==> src/rtl/vspec_pkg.sv <==
package vspec_pkg;

    typedef enum logic [1:0] {
        ST_SCAN   = 2'd0,
        ST_WATCH  = 2'd1,
        ST_SETTLE = 2'd2
    } ctl_state_e;

    typedef enum logic [1:0] {
        PR_IDLE  = 2'd0,
        PR_WRITE = 2'd1,
        PR_READ  = 2'd2
    } probe_state_e;

    typedef enum logic [1:0] {
        VC_HOLD  = 2'd0,
        VC_UP    = 2'd1,
        VC_DOWN  = 2'd2,
        VC_FORCE = 2'd3
    } vcmd_e;

endpackage

==> src/rtl/vspec_probe.sv <==
module vspec_probe
    import vspec_pkg::*;
#(
    parameter int SETW = 2,
    parameter int WAYW = 2,
    parameter int DW   = 40,
    parameter logic [DW-1:0] PATTERN = 40'h5A5A5A5A5A
) (
    input  logic            clk,
    input  logic            rst_n,
    input  logic            go,
    input  logic [SETW-1:0] tgt_set,
    input  logic [WAYW-1:0] tgt_way,
    input  logic            arr_ack,
    input  logic            arr_ce,
    input  logic            arr_ue,
    output logic            arr_req,
    output logic            arr_we,
    output logic [SETW-1:0] arr_set,
    output logic [WAYW-1:0] arr_way,
    output logic [DW-1:0]   arr_wdata,
    output logic            done,
    output logic            done_ce,
    output logic            done_ue
);

    probe_state_e ps, ps_nxt;
    logic [SETW-1:0] lat_set;
    logic [WAYW-1:0] lat_way;

    // state register
    always_ff @(posedge clk) begin
        if (!rst_n) ps <= PR_IDLE;
        else        ps <= ps_nxt;
    end

    always_comb begin
        ps_nxt = ps;
        unique case (ps)
            PR_IDLE:  if (go)      ps_nxt = PR_WRITE;  // launch
            PR_WRITE: if (arr_ack) ps_nxt = PR_READ;   // written
            PR_READ:  if (arr_ack) ps_nxt = PR_IDLE;   // checked
            default:               ps_nxt = PR_IDLE;
        endcase
    end

    // target is frozen for the whole probe
    always_ff @(posedge clk) begin
        if (!rst_n) begin
            lat_set <= '0;
            lat_way <= '0;
        end else if (ps == PR_IDLE && go) begin
            lat_set <= tgt_set;
            lat_way <= tgt_way;
        end
    end

    // outputs
    always_comb begin
        arr_req   = (ps != PR_IDLE);
        arr_we    = (ps == PR_WRITE);
        arr_set   = lat_set;
        arr_way   = lat_way;
        arr_wdata = (ps == PR_WRITE) ? PATTERN : '0;
        done      = (ps == PR_READ) && arr_ack;
        done_ce   = done && arr_ce;
        done_ue   = done && arr_ue;
    end

    assert_req_hold_R2: assert property (@(posedge clk) disable iff (!rst_n)
        (arr_req && !arr_ack) |=> (arr_req && $stable(arr_set) && $stable(arr_way) && $stable(arr_we)));

    assert_read_follows_write_R2: assert property (@(posedge clk) disable iff (!rst_n)
        (arr_req && arr_we && arr_ack) |=> (arr_req && !arr_we && $stable(arr_set) && $stable(arr_way)));

    assert_done_releases_R2: assert property (@(posedge clk) disable iff (!rst_n)
        done |=> !arr_req);

endmodule

==> src/rtl/vspec_rate.sv <==
module vspec_rate
    import vspec_pkg::*;
#(
    parameter int CW = 16
) (
    input  logic          clk,
    input  logic          rst_n,
    input  logic          clr,
    input  logic          sample,
    input  logic          sample_ce,
    input  logic [CW-1:0] cfg_window,
    input  logic [CW-1:0] cfg_err_hi,
    input  logic [CW-1:0] cfg_err_lo,
    output logic          win_end,
    output vcmd_e         verdict
);

    logic [CW-1:0] acc_cnt, err_cnt;
    logic [CW-1:0] acc_inc, err_inc, win_len;

    always_comb begin
        win_len = (cfg_window == '0) ? CW'(1) : cfg_window;
        acc_inc = acc_cnt + CW'(1);
        err_inc = err_cnt + CW'(sample_ce);
        win_end = sample && (acc_inc >= win_len);
        if (err_inc > cfg_err_hi)      verdict = VC_UP;
        else if (err_inc < cfg_err_lo) verdict = VC_DOWN;
        else                           verdict = VC_HOLD;
    end

    always_ff @(posedge clk) begin
        if (!rst_n || clr || win_end) begin
            acc_cnt <= '0;
            err_cnt <= '0;
        end else if (sample) begin
            acc_cnt <= acc_inc;
            err_cnt <= err_inc;
        end
    end

    assert_window_restart_R6: assert property (@(posedge clk) disable iff (!rst_n)
        win_end |=> (acc_cnt == '0 && err_cnt == '0));

    assert_errors_bounded_R6: assert property (@(posedge clk) disable iff (!rst_n)
        err_cnt <= acc_cnt);

endmodule

==> src/rtl/vspec_vcode.sv <==
module vspec_vcode
    import vspec_pkg::*;
#(
    parameter int VW        = 8,
    parameter int VCODE_MAX = 162,
    parameter int VCODE_MIN = 120
) (
    input  logic          clk,
    input  logic          rst_n,
    input  vcmd_e         cmd,
    input  logic [VW-1:0] step,
    output logic [VW-1:0] code,
    output logic          moving,
    output logic          upd
);

    localparam logic [VW-1:0] LIM_HI = VW'(VCODE_MAX);
    localparam logic [VW-1:0] LIM_LO = VW'(VCODE_MIN);

    logic [VW-1:0] code_nxt;

    always_comb begin
        code_nxt = code;
        unique case (cmd)
            VC_UP:    code_nxt = (step >= (LIM_HI - code)) ? LIM_HI : code + step;
            VC_DOWN:  code_nxt = (step >= (code - LIM_LO)) ? LIM_LO : code - step;
            VC_FORCE: code_nxt = LIM_HI;
            default:  code_nxt = code;
        endcase
        moving = (code_nxt != code);
    end

    always_ff @(posedge clk) begin
        if (!rst_n) begin
            code <= LIM_HI;
            upd  <= 1'b0;
        end else begin
            code <= code_nxt;
            upd  <= moving;
        end
    end

    assert_code_range_R7: assert property (@(posedge clk) disable iff (!rst_n)
        (code >= LIM_LO) && (code <= LIM_HI));

    assert_force_top_R9: assert property (@(posedge clk) disable iff (!rst_n)
        (cmd == VC_FORCE) |=> (code == LIM_HI));

    assert_hold_stable_R6: assert property (@(posedge clk) disable iff (!rst_n)
        (cmd == VC_HOLD) |=> $stable(code));

    assert_upd_on_change_R8: assert property (@(posedge clk) disable iff (!rst_n)
        upd |-> (code != $past(code)));

endmodule

==> src/rtl/vspec_ctrl.sv <==
module vspec_ctrl
    import vspec_pkg::*;
#(
    parameter int SETS      = 4,
    parameter int WAYS      = 4,
    parameter int DW        = 40,
    parameter logic [DW-1:0] PATTERN = 40'h5A5A5A5A5A,
    parameter int VW        = 8,
    parameter int VCODE_MAX = 162,
    parameter int VCODE_MIN = 120,
    parameter int CW        = 16,
    parameter int SW        = 16,
    localparam int SETW     = (SETS > 1) ? $clog2(SETS) : 1,
    localparam int WAYW     = (WAYS > 1) ? $clog2(WAYS) : 1
) (
    input  logic            clk,
    input  logic            rst_n,
    input  logic [CW-1:0]   cfg_window,
    input  logic [CW-1:0]   cfg_err_hi,
    input  logic [CW-1:0]   cfg_err_lo,
    input  logic [VW-1:0]   cfg_step,
    input  logic [SW-1:0]   cfg_settle,
    input  logic            arr_ack,
    input  logic            arr_ce,
    input  logic            arr_ue,
    output logic            arr_req,
    output logic            arr_we,
    output logic [SETW-1:0] arr_set,
    output logic [WAYW-1:0] arr_way,
    output logic [DW-1:0]   arr_wdata,
    output logic [VW-1:0]   vcode,
    output logic            vcode_upd,
    output logic            run_phase,
    output logic [SETW-1:0] weak_set,
    output logic [WAYW-1:0] weak_way,
    output logic            fault
);

    localparam logic [SETW-1:0] LAST_SET = SETW'(SETS - 1);
    localparam logic [WAYW-1:0] LAST_WAY = WAYW'(WAYS - 1);

    ctl_state_e st, st_nxt, ret_st;
    logic [SETW-1:0] scan_set, tgt_set;
    logic [WAYW-1:0] scan_way, tgt_way;
    logic [SW-1:0]   settle_cnt;
    logic            weak_valid;
    logic            last_line;
    logic            pr_go, pr_done, pr_ce, pr_ue;
    logic            win_end, rate_clr, rate_sample, vc_move;
    vcmd_e           verdict, vcmd;

    // probe target selection
    always_comb begin
        pr_go     = (st != ST_SETTLE);
        tgt_set   = (st == ST_WATCH) ? weak_set : scan_set;
        tgt_way   = (st == ST_WATCH) ? weak_way : scan_way;
        last_line = (scan_set == LAST_SET) && (scan_way == LAST_WAY);
    end

    vspec_probe #(
        .SETW(SETW), .WAYW(WAYW), .DW(DW), .PATTERN(PATTERN)
    ) u_probe (
        .clk(clk), .rst_n(rst_n), .go(pr_go),
        .tgt_set(tgt_set), .tgt_way(tgt_way),
        .arr_ack(arr_ack), .arr_ce(arr_ce), .arr_ue(arr_ue),
        .arr_req(arr_req), .arr_we(arr_we),
        .arr_set(arr_set), .arr_way(arr_way), .arr_wdata(arr_wdata),
        .done(pr_done), .done_ce(pr_ce), .done_ue(pr_ue)
    );

    always_comb begin
        rate_sample = pr_done && (st == ST_WATCH) && !pr_ue;
        rate_clr    = (st != ST_WATCH) || pr_ue;
    end

    vspec_rate #(.CW(CW)) u_rate (
        .clk(clk), .rst_n(rst_n), .clr(rate_clr),
        .sample(rate_sample), .sample_ce(pr_ce),
        .cfg_window(cfg_window), .cfg_err_hi(cfg_err_hi), .cfg_err_lo(cfg_err_lo),
        .win_end(win_end), .verdict(verdict)
    );

    // voltage command
    always_comb begin
        if (pr_ue)
            vcmd = VC_FORCE;
        else if (st == ST_SCAN && pr_done && !pr_ce && last_line)
            vcmd = VC_DOWN;
        else if (st == ST_WATCH && win_end)
            vcmd = verdict;
        else
            vcmd = VC_HOLD;
    end

    vspec_vcode #(
        .VW(VW), .VCODE_MAX(VCODE_MAX), .VCODE_MIN(VCODE_MIN)
    ) u_vcode (
        .clk(clk), .rst_n(rst_n), .cmd(vcmd), .step(cfg_step),
        .code(vcode), .moving(vc_move), .upd(vcode_upd)
    );

    // state register
    always_ff @(posedge clk) begin
        if (!rst_n) st <= ST_SCAN;
        else        st <= st_nxt;
    end

    // next state
    always_comb begin
        st_nxt = st;
        unique case (st)
            ST_SCAN: begin
                if (pr_done) begin
                    if (pr_ue)                  st_nxt = ST_SETTLE;  // abort
                    else if (pr_ce)             st_nxt = ST_WATCH;   // found
                    else if (last_line && vc_move) st_nxt = ST_SETTLE; // stepdown
                end
            end
            ST_WATCH: begin
                if (pr_ue)                      st_nxt = ST_SETTLE;  // abort
                else if (win_end && vc_move)    st_nxt = ST_SETTLE;  // adjust
            end
            ST_SETTLE: begin
                if (settle_cnt == '0)           st_nxt = ret_st;     // resume
            end
            default:                            st_nxt = ST_SCAN;
        endcase
    end

    // datapath registers
    always_ff @(posedge clk) begin
        if (!rst_n) begin
            scan_set   <= '0;
            scan_way   <= '0;
            weak_set   <= '0;
            weak_way   <= '0;
            weak_valid <= 1'b0;
            fault      <= 1'b0;
            settle_cnt <= '0;
            ret_st     <= ST_SCAN;
        end else if (pr_ue) begin
            fault      <= 1'b1;
            weak_valid <= 1'b0;
            scan_set   <= '0;
            scan_way   <= '0;
            settle_cnt <= cfg_settle;
            ret_st     <= ST_SCAN;
        end else begin
            case (st)
                ST_SCAN: begin
                    if (pr_done) begin
                        if (pr_ce) begin
                            weak_set   <= scan_set;
                            weak_way   <= scan_way;
                            weak_valid <= 1'b1;
                            scan_set   <= '0;
                            scan_way   <= '0;
                        end else if (last_line) begin
                            scan_set   <= '0;
                            scan_way   <= '0;
                            settle_cnt <= cfg_settle;
                            ret_st     <= ST_SCAN;
                        end else if (scan_way == LAST_WAY) begin
                            scan_way <= '0;
                            scan_set <= scan_set + SETW'(1);
                        end else begin
                            scan_way <= scan_way + WAYW'(1);
                        end
                    end
                end
                ST_WATCH: begin
                    if (win_end && vc_move) begin
                        settle_cnt <= cfg_settle;
                        ret_st     <= ST_WATCH;
                    end
                end
                ST_SETTLE: begin
                    if (settle_cnt != '0) settle_cnt <= settle_cnt - SW'(1);
                end
                default: ;
            endcase
        end
    end

    assign run_phase = weak_valid;

    assert_settle_quiet_R8: assert property (@(posedge clk) disable iff (!rst_n)
        (st == ST_SETTLE) |-> !arr_req);

    assert_change_settles_R8: assert property (@(posedge clk) disable iff (!rst_n)
        vcode_upd |-> (st == ST_SETTLE));

    assert_run_target_R5: assert property (@(posedge clk) disable iff (!rst_n)
        (weak_valid && arr_req) |-> (arr_set == weak_set && arr_way == weak_way));

    assert_ue_response_R9: assert property (@(posedge clk) disable iff (!rst_n)
        pr_ue |=> (vcode == VW'(VCODE_MAX) && fault && !weak_valid && st == ST_SETTLE));

    assert_fault_sticky_R9: assert property (@(posedge clk) disable iff (!rst_n)
        fault |=> fault);

    assert_found_enters_run_R3: assert property (@(posedge clk) disable iff (!rst_n)
        $rose(weak_valid) |-> (st == ST_WATCH));

endmodule

==> config.mk <==
export PLATFORM = sky130hd
export DESIGN_NAME = vspec_ctrl
export DESIGN_NICKNAME = d
export VERILOG_FILES = /design/src/rtl/vspec_pkg.sv /design/src/rtl/vspec_probe.sv /design/src/rtl/vspec_rate.sv /design/src/rtl/vspec_vcode.sv /design/src/rtl/vspec_ctrl.sv
export SDC_FILE = /design/constraint.sdc
export NUM_CORES = 1
export LEC_CHECK = 0
export BUFFER_PORTS_ARGS = -buffer_cell sky130_fd_sc_hd__buf_2
export CORE_UTILIZATION = 63
export CTS_BUF_LIST = sky130_fd_sc_hd__clkbuf_8
export DETAILED_ROUTE_END_ITERATION = 16
export PLACE_DENSITY_LB_ADDON = 0.25
export SLEW_MARGIN = 20
export SYNTH_ARGS = -nofsm -noshare
export SYNTH_HDL_FRONTEND = slang
export SYNTH_SLANG_ARGS = --single-unit
==> constraint.sdc <==
create_clock -name clk -period 10.8 [get_ports clk]
set_input_delay 0.54 -clock clk [delete_from_list [all_inputs] [get_ports clk]]
set_output_delay 0.54 -clock clk [all_outputs]
set_load 0.01 [all_outputs]
Word level (Yosys, flattened, before mapping)
Index checks and enable logic that the tools add are counted.
Widths: inputs -> output; s select.

storage, ports and cells
  output and inout port bits = 61
  input port bits = 77
  bits in registers = 77

cells by class
  mux-type cells = 42
  add/sub/neg operators = 9
  magnitude comparators = 5
  equal/unequal tests = 26
  reductions and logical operators = 38
  bitwise operators = 2

operators with widths
  operator               count
  $mux 16                7
  $mux 2                 27
  $pmux 16 s3            1
  $mux 39                1
  $logic_not 16->1       2
  $pmux 8 s3             1
  $add 16x1->16          1
  $add 16x1->16 const B  1
  $ge 16x16->1           1
  $ge 8x8->1             2
  $gt 16x16->1           1
  $lt 16x16->1           1
  $mux 8                 2
  $reduce_bool 16->1     1
  $sub 16x1->16 const B  1
  $logic_and 1x1->1      14
  $ne 2x2->1 const B     7
  $eq 2x2->1 const B     6
  $ne 3x3->1 const B     4
  $pmux 2 s3             2
  $reduce_and 3->1       3
  $add 8x8->8            1
  $ne 8x8->1             1
  $reduce_and 4->1       2
  other kinds (20)       32

Longest topological paths before layout
Gate-level depths: netlist of the first run.

  word-level depth = 19
  mapped depth = 25

Hierarchy
Synthesis of the first run repeated with hierarchy kept, for this count alone.

second synthesis, totals
  cells, all modules = 956
  area total of the unflattened synthesis = 7495.9 um^2

by module, submodules not included
  module       instances  sequential area each (um^2)  cells each  area each (um^2)
  vspec_rate   1          640.6                        385         3024.2
  vspec_vcode  1          180.2                        273         2055.7
  vspec_ctrl   1          580.6                        225         1821.7
  vspec_probe  1          120.1                        73          594.3

Worst setup path before layout of the first run
No wires, ideal clock.

  path kind = input to register
  start point = in arr_ack
  end point = reg settle_cnt[2]
  slack = 5471 ps
  path buffers = 2
  stages = 25
  arrival = 5207 ps
  library setup time = 122 ps
  path through = nand2_1 nor2_2 nand2_1 inv_1 ha_1 ha_1 and3_1 and2_1 nand4_1 nor2_1 xor2_1 ha_1 nand4_1 nor2_1 a221o_1 a211oi_2 or3b_1 clkbuf_1 and2_1 o221ai_1 a2111o_1 o31a_1 o31ai_4 buf_6 o22ai_1

on the way
  word-level cells in the longest chain between the ends = 15
  elaborated cells between the ends (all ways) = 34
  classes of those cells = add/sub: 1; order compare: 2; eq/ne: 9; mux: 7; reduce/logical: 15

ends and longest elaborated chain
  what                                      line               source
  start, declared                           vspec_ctrl.sv:23   input logic arr_ack,
  $logic_and 1x1->1 (*)                     vspec_probe.sv:65  done = (ps == PR_READ) && arr_ack;
  $logic_and 1x1->1 (*)                     vspec_probe.sv:66  done_ce = done && arr_ce;
  $add 16x1->16 (*)                         vspec_rate.sv:24   err_inc = err_cnt + CW'(sample_ce);
  via u_rate.err_inc[14]                    vspec_rate.sv:19   logic [CW-1:0] acc_inc, err_inc, win_len;
  $lt 16x16->1                              vspec_rate.sv:27   else if (err_inc < cfg_err_lo) verdict = VC_DOWN;
  $mux 2                                    vspec_rate.sv:27
  $mux 2 (*)                                vspec_rate.sv:26   if (err_inc > cfg_err_hi) verdict = VC_UP;
  $mux 2 (*)                                vspec_ctrl.sv:89   else if (st == ST_WATCH && win_end)
  $mux 2 (*)                                vspec_ctrl.sv:87   else if (st == ST_SCAN && pr_done && !pr_ce && last_line)
  $mux 2 (*)                                vspec_ctrl.sv:85   if (pr_ue)
  $eq 2x2->1 or $eq 2x1->1 (tied branches)  vspec_vcode.sv:24  unique case (cmd)
  $pmux 8 s3 (*)                            vspec_vcode.sv:24
  $ne 8x8->1 (*)                            vspec_vcode.sv:30  moving = (code_nxt != code);
  $logic_and 1x1->1 (*)                     vspec_ctrl.sv:172  if (win_end && vc_move) begin
  $ne 3x2->1 (no source line) (*)           -
  $reduce_and 6->1 (no source line) (*)     -
  end signal, assigned                      vspec_ctrl.sv:161  settle_cnt <= cfg_settle;
  end signal, assigned                      vspec_ctrl.sv:173  settle_cnt <= cfg_settle;
  end signal, assigned                      vspec_ctrl.sv:178  if (settle_cnt != '0) settle_cnt <= settle_cnt - SW'(1);
  end, declared                             vspec_ctrl.sv:45   logic [SW-1:0] settle_cnt;

Mark *: on every way through the listed nets, which the timed path passes. The rest lies on a longest branch.
A chain may end at the register's enable or synchronous reset.

Final worst setup path of the first run
  start point = reg u_probe.ps[1]
  end point = reg settle_cnt[5]

on the way
  word-level cells in the longest chain between the ends = 16
  elaborated cells between the ends (all ways) = 35
  classes of those cells = add/sub: 1; order compare: 2; eq/ne: 10; mux: 7; reduce/logical: 15

ends and longest elaborated chain
  what                                      line               source
  start, declared                           vspec_probe.sv:27  probe_state_e ps, ps_nxt;
  start signal, assigned                    vspec_probe.sv:34  else ps <= ps_nxt;
  $eq 2x2->1 (*)                            vspec_probe.sv:65
  $logic_and 1x1->1 (*)                     vspec_probe.sv:65
  $logic_and 1x1->1 (*)                     vspec_probe.sv:66
  $add 16x1->16 (*)                         vspec_rate.sv:24
  via u_rate.err_inc[14]                    vspec_rate.sv:19
  $lt 16x16->1                              vspec_rate.sv:27
  $mux 2                                    vspec_rate.sv:27
  $mux 2 (*)                                vspec_rate.sv:26
  $mux 2 (*)                                vspec_ctrl.sv:89
  $mux 2 (*)                                vspec_ctrl.sv:87
  $mux 2 (*)                                vspec_ctrl.sv:85
  $eq 2x2->1 or $eq 2x1->1 (tied branches)  vspec_vcode.sv:24
  $pmux 8 s3 (*)                            vspec_vcode.sv:24
  $ne 8x8->1 (*)                            vspec_vcode.sv:30
  $logic_and 1x1->1 (*)                     vspec_ctrl.sv:172
  $ne 3x2->1 (no source line) (*)           -
  $reduce_and 6->1 (no source line) (*)     -

Marked as above.

==> qor.txt, run 1 <==
OUTCOME
---------------------------------------------------------------------------------
Run status ......................................................... complete, no violations

STA
---------------------------------------------------------------------------------
Setup repair after global routing missed its margin ................        false
Final-layout setup total negative slack ............................         0 ns
Final critical delay including setup and external delays ...........     6.006 ns
Final critical-path share of the clock period ......................       55.61%
Worst-Margin Slew ..................................................    0.9542 ns
Maximum clock rate .................................................   0.1665 GHz
Final Skew .........................................................   0.01385 ns
Final setup violation count ........................................            0
Final hold violation count .........................................            0
Worst slew margin ..................................................       36.25%
Worst setup margin .................................................     4.794 ns
Final slew viol count ..............................................            0

GLOBAL ROUTING
---------------------------------------------------------------------------------
Congestion Overflow GR .............................................            0
Number of antenna violations at the first check in global routing ..            0
Pin count of the biggest net entering global routing ...............           44
All-layer global routing usage .....................................       28.59%
Global-route wire length before repair .............................     26.57 mm
Number of global-route vias before repair ..........................         5831

LAYOUT
---------------------------------------------------------------------------------
Leading cell types in the layout, fill and taps excluded ........... buf_2 (117), nand2_1 (105), ha_1 (84)
Fraction of final layout cells sized beyond drive strength 1 .......       14.86%
Share of the core filled with cells ................................       70.16%
Non-filler cells, final ............................................         1136
Layout net count ...................................................         1154
Antenna diode count ................................................            0
Most common library cell in the layout ignoring fill and taps ......        buf_2
Fillers ............................................................          973
Area delta synth->final ............................................       8.728%

JOB
---------------------------------------------------------------------------------
Max capacitance violation total ....................................            0

PLACEMENT
---------------------------------------------------------------------------------
Placed wire-length estimate after detailed placement ...............     12.27 mm
Placed cell count ..................................................         1120
Pre-CTS worst setup slack ..........................................     4.407 ns
Final weighted congestion in routability-driven placement ..........       0.9445
Number of port buffers .............................................          117

DIE
---------------------------------------------------------------------------------
Number of placement rows ...........................................           38
Area of the core ...................................................   10840 um^2
Die footprint ......................................................   11530 um^2
Vertical extent of the die .........................................     107.4 um
Die Width ..........................................................     107.4 um
Starting utilization of the core area ..............................       64.53%
Top-level port count ...............................................          138

ROUTING
---------------------------------------------------------------------------------
Post-route DRC .....................................................            0
Overall routed net length ..........................................     16.01 mm
Average routed wire per standard cell ..............................     14.10 um
Post-detailed-route via-to-cell ratio ..............................        5.705
Count of nets left with antenna violations after detail routing ....            0
First-iteration detailed-routing DRC count .........................          339
Total via count after detailed routing .............................         6481
Initial DRT Pass Iterations ........................................            7

LOGIC SYNTHESIS
---------------------------------------------------------------------------------
Yosys Warn Count ...................................................            0
Netlist cell types .................................................           73
Combined area of all synthesized cells .............................    6995 um^2
Number of synthesized register bits ................................           76
Gate count after technology mapping ................................          917
Sequential share of the synthesized area ...........................       21.75%
Mean instance size in the synthesized netlist ......................   7.629 um^2
Most frequently used flop master after synthesis ...................      dfxtp_1
EDFF count, synth ..................................................            0
Fraction of registers with async set/reset .........................           0%

CLOCKING
---------------------------------------------------------------------------------
Number of buffers inserted during clock tree synthesis .............            9
H-tree Lvls ........................................................            3
Clock-pin slew on the worst setup and hold paths ...................      0.08 ns
Clock tree from TritonCTS ..........................................         done
Maximum clock path buffer count ....................................            2
Number of setup buffers added after CTS ............................            0
Source-to-sink clock delay at the later pin of the worst-skew pair .      0.37 ns
CTS resizes ........................................................            0
Number of hold buffers added after cts .............................            0
Root buffer selected by CTS ........................................     clkbuf_8
Clock sinks ........................................................           76

POWER
---------------------------------------------------------------------------------
Leak pwr ...........................................................     3.786 nW
Peak ir drop on the vdd network ....................................     90.22 uV
Areal power density over the cells ................................. 84.31 nW/um^2

SETUP PATH
---------------------------------------------------------------------------------
Kind of end point of the critical path .............................     register
Crit Path Max Fanout ...............................................           15
Required time worst endpoint .......................................     11.03 ns
Arrival @ worst endpoint ...........................................      6.23 ns
Critical path launch point type ....................................     register
WS Path Type ....................................................... register to register

MIN PATH
---------------------------------------------------------------------------------
Kind of path behind the tightest hold check ........................ input port to register

critical path: stages (launching register included):
cell      delay (ns)
dfxtp_1         0.39
nand2_1         0.09
nor2_2          0.21
nand2_1         0.13
inv_1           0.08
ha_1            0.17
ha_1            0.20
and3_1          0.23
and2_1          0.22
nand4_1         0.21
nor2_1          0.18
xor2_1          0.11
ha_1            0.31
nand4_1         0.14
nor4_1          0.46
a211oi_2        0.20
or3_1           0.52
a31oi_1         0.21
o211ai_1        0.12
a2111o_1        0.43
o31a_1          0.41
o31ai_4         0.63
o22ai_1         0.20
final cells by class:
cell class                 count  area (um^2)  area share [%]
multi-input combinational    712         4830           63.50
sequential                    76         1521           20.00
timing repair buffer         122        623.1           8.192
inverter                      70        262.8           3.455
tap                          140        175.2           2.303
clock buffer                  10        137.6           1.810
clock inverter                 6        56.30          0.7403
state kept, by name, summed over array words and instances, names as in the netlist, 2 cells and up:
signal           flops
scan_set             2
scan_way             2
settle_cnt          16
st                   2
u_probe.arr_set      2
u_probe.arr_way      2
u_probe.ps           2
u_rate.acc_cnt      16
u_rate.err_cnt      16
u_vcode.code         8
weak_set             2
weak_way             2
metrics by stage:
stage	cell area (um^2)	hold WS, ns	power [mW]
6_report	7606	0.4608	0.6413
3_3_place_gp	7403	0.4501	0.4237
3_5_place_dp	7403	0.4551	0.4263
2_1_floorplan	7067	0.4406	0.3962
5_1_grt	7606	0.4591	0.6738
4_1_cts	7597	0.4623	0.6408
where the power goes:
group / total, mW / switching, mW / internal (mW) / leakage [nW]
Clock: 0.220 / 0.109 / 0.111 / 0.109
Sequential: 0.288 / 0.00462 / 0.283 / 0.614
Combinational: 0.133 / 0.0776 / 0.0557 / 3.06
Total: 0.641 / 0.191 / 0.450 / 3.79
worst paths after layout:
| kind | start | endpoint | slack, ns | depth (start not counted) |
|---|---|---|---|---|
| max | u_probe.ps[1]$_SDFFE_PN0P_ | settle_cnt[5]$_SDFFE_PN0P_ | 4.79 | 22 |
| min reg2reg | u_rate.err_cnt[0]$_SDFFE_PP0P_ | u_rate.err_cnt[0]$_SDFFE_PP0P_ | 0.47 | 2 |
| min | cfg_settle[4] | settle_cnt[4]$_SDFFE_PN0P_ | 0.46 | 3 |
| max reg2reg | u_probe.ps[1]$_SDFFE_PN0P_ | settle_cnt[5]$_SDFFE_PN0P_ | 4.79 | 22 |
cells by family (layout without fill, tap and decap cells):
kind of cell / count (synthesis) / after routing / synth area share, %
buf+inv: 148 / 208 / 10.43
simple gates: 321 / 321 / 22.04
compound gates: 197 / 197 / 18.92
mux: 11 / 11 / 1.574
fa+ha+maj: 86 / 86 / 15.60
other cells: 1 / 20 / 0.05361
xor+xnor: 77 / 77 / 9.640
flops: 76 / 76 / 21.75
cells in the mapped netlist, drive strengths merged, types with 16 or more instances:
library cell	count	area, um^2
dfxtp	76	1521
inv	70	262.8
a31oi	17	106.4
nor3	25	130.1
o22ai	20	125.1
and3	17	106.4
xnor2	29	254.0
nor2	76	287.8
nand2	105	394.1
xor2	48	420.4
buf	46	346.6
a21oi	59	295.3
nand2b	16	100.1
clkbuf	32	120.1
nand3	17	85.08
ha	84	1051
o21ai	30	153.9
routing by layer:
metal,vias to the layer above,share of wire (%),track usage [%]
met5,-,0,0
met4,0,1.6,6.751
met3,24,5.9,5.145
met2,205,46,48.53
met1,2962,46,37.49
li1,3290,-,-
Power figures use the tool's default switching activity.
==> run 2: changes to the inputs <==
--- a/config.mk
+++ b/config.mk
@@ -6,7 +6,7 @@
 export NUM_CORES = 1
 export LEC_CHECK = 0
 export BUFFER_PORTS_ARGS = -buffer_cell sky130_fd_sc_hd__buf_2
-export CORE_UTILIZATION = 63
+export CORE_UTILIZATION = 53
 export CTS_BUF_LIST = sky130_fd_sc_hd__clkbuf_8
 export DETAILED_ROUTE_END_ITERATION = 16
 export PLACE_DENSITY_LB_ADDON = 0.25
==> constraint.sdc (replaced) <==
create_clock -name clk -period 5.37 [get_ports clk]
set_input_delay 0.2685 -clock clk [delete_from_list [all_inputs] [get_ports clk]]
set_output_delay 0.2685 -clock clk [all_outputs]
set_load 0.01 [all_outputs]
==> run 2 against run 1 <==
Compared with the run above: total power up 94%; maximum frequency grew 17%; cell area increased by 5.0%; via count increased by 0.74%; routed wire length grew 6.5%; first-iteration DRC count increased by 43%; sequential cell count stayed put; critical path type unchanged; largest cell class unchanged.
==> qor.txt, run 2 (synthesized netlist as in run 1, its figures left out) <==
OUTCOME
---------------------------------------------------------------------------------
Run status ......................................................... complete, no violations

DIE
---------------------------------------------------------------------------------
Number of placement rows ...........................................           41
Area of the core ...................................................   12720 um^2
Top-level port count ...............................................          138
Die footprint ......................................................   13660 um^2
Starting utilization of the core area ..............................       54.99%
Die Width ..........................................................     116.9 um
Vertical extent of the die .........................................     116.9 um

STA
---------------------------------------------------------------------------------
Final hold violation count .........................................            0
Worst hold margin ..................................................    0.1937 ns
Final critical delay including setup and external delays ...........     5.125 ns
Final critical-path share of the clock period ......................       95.44%
Final slew viol count ..............................................            0
Final setup violation count ........................................            0
Final-layout setup total negative slack ............................         0 ns
Maximum clock rate .................................................   0.1951 GHz
Worst slew margin ..................................................       35.68%
Final Skew .........................................................  0.008490 ns
Worst-Margin Slew ..................................................    0.9625 ns

SETUP PATH
---------------------------------------------------------------------------------
WS Path Type ....................................................... register to register
Required time worst endpoint .......................................      5.61 ns
Kind of end point of the critical path .............................     register
Crit Path Max Fanout ...............................................            5
Critical path launch point type ....................................     register
Arrival @ worst endpoint ...........................................      5.36 ns

GLOBAL ROUTING
---------------------------------------------------------------------------------
Number of global-route vias before repair ..........................         5904
Global-route wire length before repair .............................     27.07 mm
Congestion Overflow GR .............................................            0
Number of antenna violations at the first check in global routing ..            0
All-layer global routing usage .....................................       24.91%
Pin count of the biggest net entering global routing ...............           44

MIN PATH
---------------------------------------------------------------------------------
Kind of path behind the tightest hold check ........................ input port to register

CLOCKING
---------------------------------------------------------------------------------
Clock-pin slew on the worst setup and hold paths ...................      0.08 ns
Number of hold buffers added after cts .............................            0
H-tree Lvls ........................................................            3
Clock tree from TritonCTS ..........................................         done
Source-to-sink clock delay at the later pin of the worst-skew pair .      0.35 ns
Number of buffers inserted during clock tree synthesis .............            9
Clock sinks ........................................................           76
Root buffer selected by CTS ........................................     clkbuf_8
Maximum clock path buffer count ....................................            2

LAYOUT
---------------------------------------------------------------------------------
Antenna diode count ................................................            0
Layout net count ...................................................         1177
Most common library cell in the layout ignoring fill and taps ......        buf_2
Fillers ............................................................         1253
Area delta synth->final ............................................       14.18%
Leading cell types in the layout, fill and taps excluded ........... buf_2 (117), nand2_1 (104), ha_1 (82)
Registers with the most flip-flops ................................. settle_cnt x16, u_rate.acc_cnt x16, u_rate.err_cnt x16
Fraction of final layout cells sized beyond drive strength 1 .......       20.24%

ROUTING
---------------------------------------------------------------------------------
Count of nets left with antenna violations after detail routing ....            0
Overall routed net length ..........................................     17.06 mm
Total via count after detailed routing .............................         6529
Post-detailed-route via-to-cell ratio ..............................        5.487
Average routed wire per standard cell ..............................     14.33 um
Post-route DRC .....................................................            0
First-iteration detailed-routing DRC count .........................          486
Initial DRT Pass Iterations ........................................            7

POWER
---------------------------------------------------------------------------------
Areal power density over the cells ................................. 155.9 nW/um^2
Total power after layout ...........................................     1.246 mW
Leak pwr ...........................................................     3.881 nW
Peak ir drop on the vdd network ....................................     146.7 uV

PLACEMENT
---------------------------------------------------------------------------------
Placed wire-length estimate after detailed placement ...............     12.50 mm
Number of port buffers .............................................          117
Final weighted congestion in routability-driven placement ..........       0.9047

JOB
---------------------------------------------------------------------------------
Max capacitance violation total ....................................            0

-- run 2: cell count changes in the layout (fill, tap and decap cells not counted), moves of 3 or more --
cell and delta:
and3_1 -11, and3_4 +11, buf_4 +20, buf_6 +3, dfxtp_1 -3
-- run 2: timing repair --
item	4_1_cts	5_1_grt
pin swaps	1	22
endpoints found under the setup margin	16	20
gates cloned	0	1
buffers inserted	0	10
gates resized for setup	4	42
-- run 2: layer usage --
metal	part of all wire, %	wire length, um	global-route usage, %	vias up
met4	2.1	353	8.523	0
li1	-	-	-	3335
met2	45	7721	40.47	185
met3	5.3	902	3.399	24
met5	0	0	0	-
met1	47	8080	33.95	2985
-- run 2: final timing paths --
path | endpoint | from | cells past startpoint | slack (ns)
setup / recovery | settle_cnt[10]$_SDFFE_PN0P_ | u_probe.ps[1]$_SDFFE_PN0P_ | 24 | 0.24
hold / removal | settle_cnt[4]$_SDFFE_PN0P_ | cfg_settle[4] | 3 | 0.19
setup reg to reg | settle_cnt[10]$_SDFFE_PN0P_ | u_probe.ps[1]$_SDFFE_PN0P_ | 24 | 0.24
hold reg to reg | u_probe.ps[0]$_SDFFE_PN0P_ | u_probe.ps[1]$_SDFFE_PN0P_ | 1 | 0.45
-- run 2: report_power, final --
group / internal, mW / total [mW] / switching [mW]
clock network: 0.176 / 0.391 / 0.215
logic: 0.114 / 0.276 / 0.162
registers: 0.569 / 0.579 / 0.00984
total: 0.859 / 1.25 / 0.387
-- run 2: per-stage QoR --
stage                     worst slack [ns]  cell area, um^2  instances  utilization [%]
after global routing              -0.07523             7988       1190            62.79
after CTS                          0.01267             7712       1179            60.62
after floorplan                     0.2182             7067        936                -
after global placement            -0.03437             7533       1164            59.22
after detailed placement          -0.09193             7533       1164            59.22
final                               0.2447             7988       1190            62.79
-- run 2: worst max-delay path, cell delays in order (launching register included) --
cell       delay [ns]
dfxtp_4          0.37
nand2_1          0.07
nor2_2           0.14
nand2_2          0.10
inv_2            0.08
ha_4             0.13
ha_4             0.13
and3_4           0.19
and2_1           0.14
nand4_1          0.17
nor2_1           0.15
xor2_1           0.21
ha_1             0.29
nand4_1          0.16
nor4_1           0.08
a32oi_1          0.34
o2111ai_2        0.26
o31ai_4          0.34
and2_4           0.20
a32oi_1          0.08
a2111o_1         0.43
o31a_1           0.39
o31ai_4          0.30
buf_6            0.17
o22ai_1          0.09
-- run 2: final cells by class --
class                      count  area [um^2]  area share (%)
clock buffer                  10        137.6           1.723
clock inverter                 5        30.03          0.3759
inverter                      70        262.8           3.289
multi-input combinational    712         5005           62.66
sequential                    76         1530           19.16
tap                          172        215.2           2.694
timing repair buffer         145        807.0           10.10
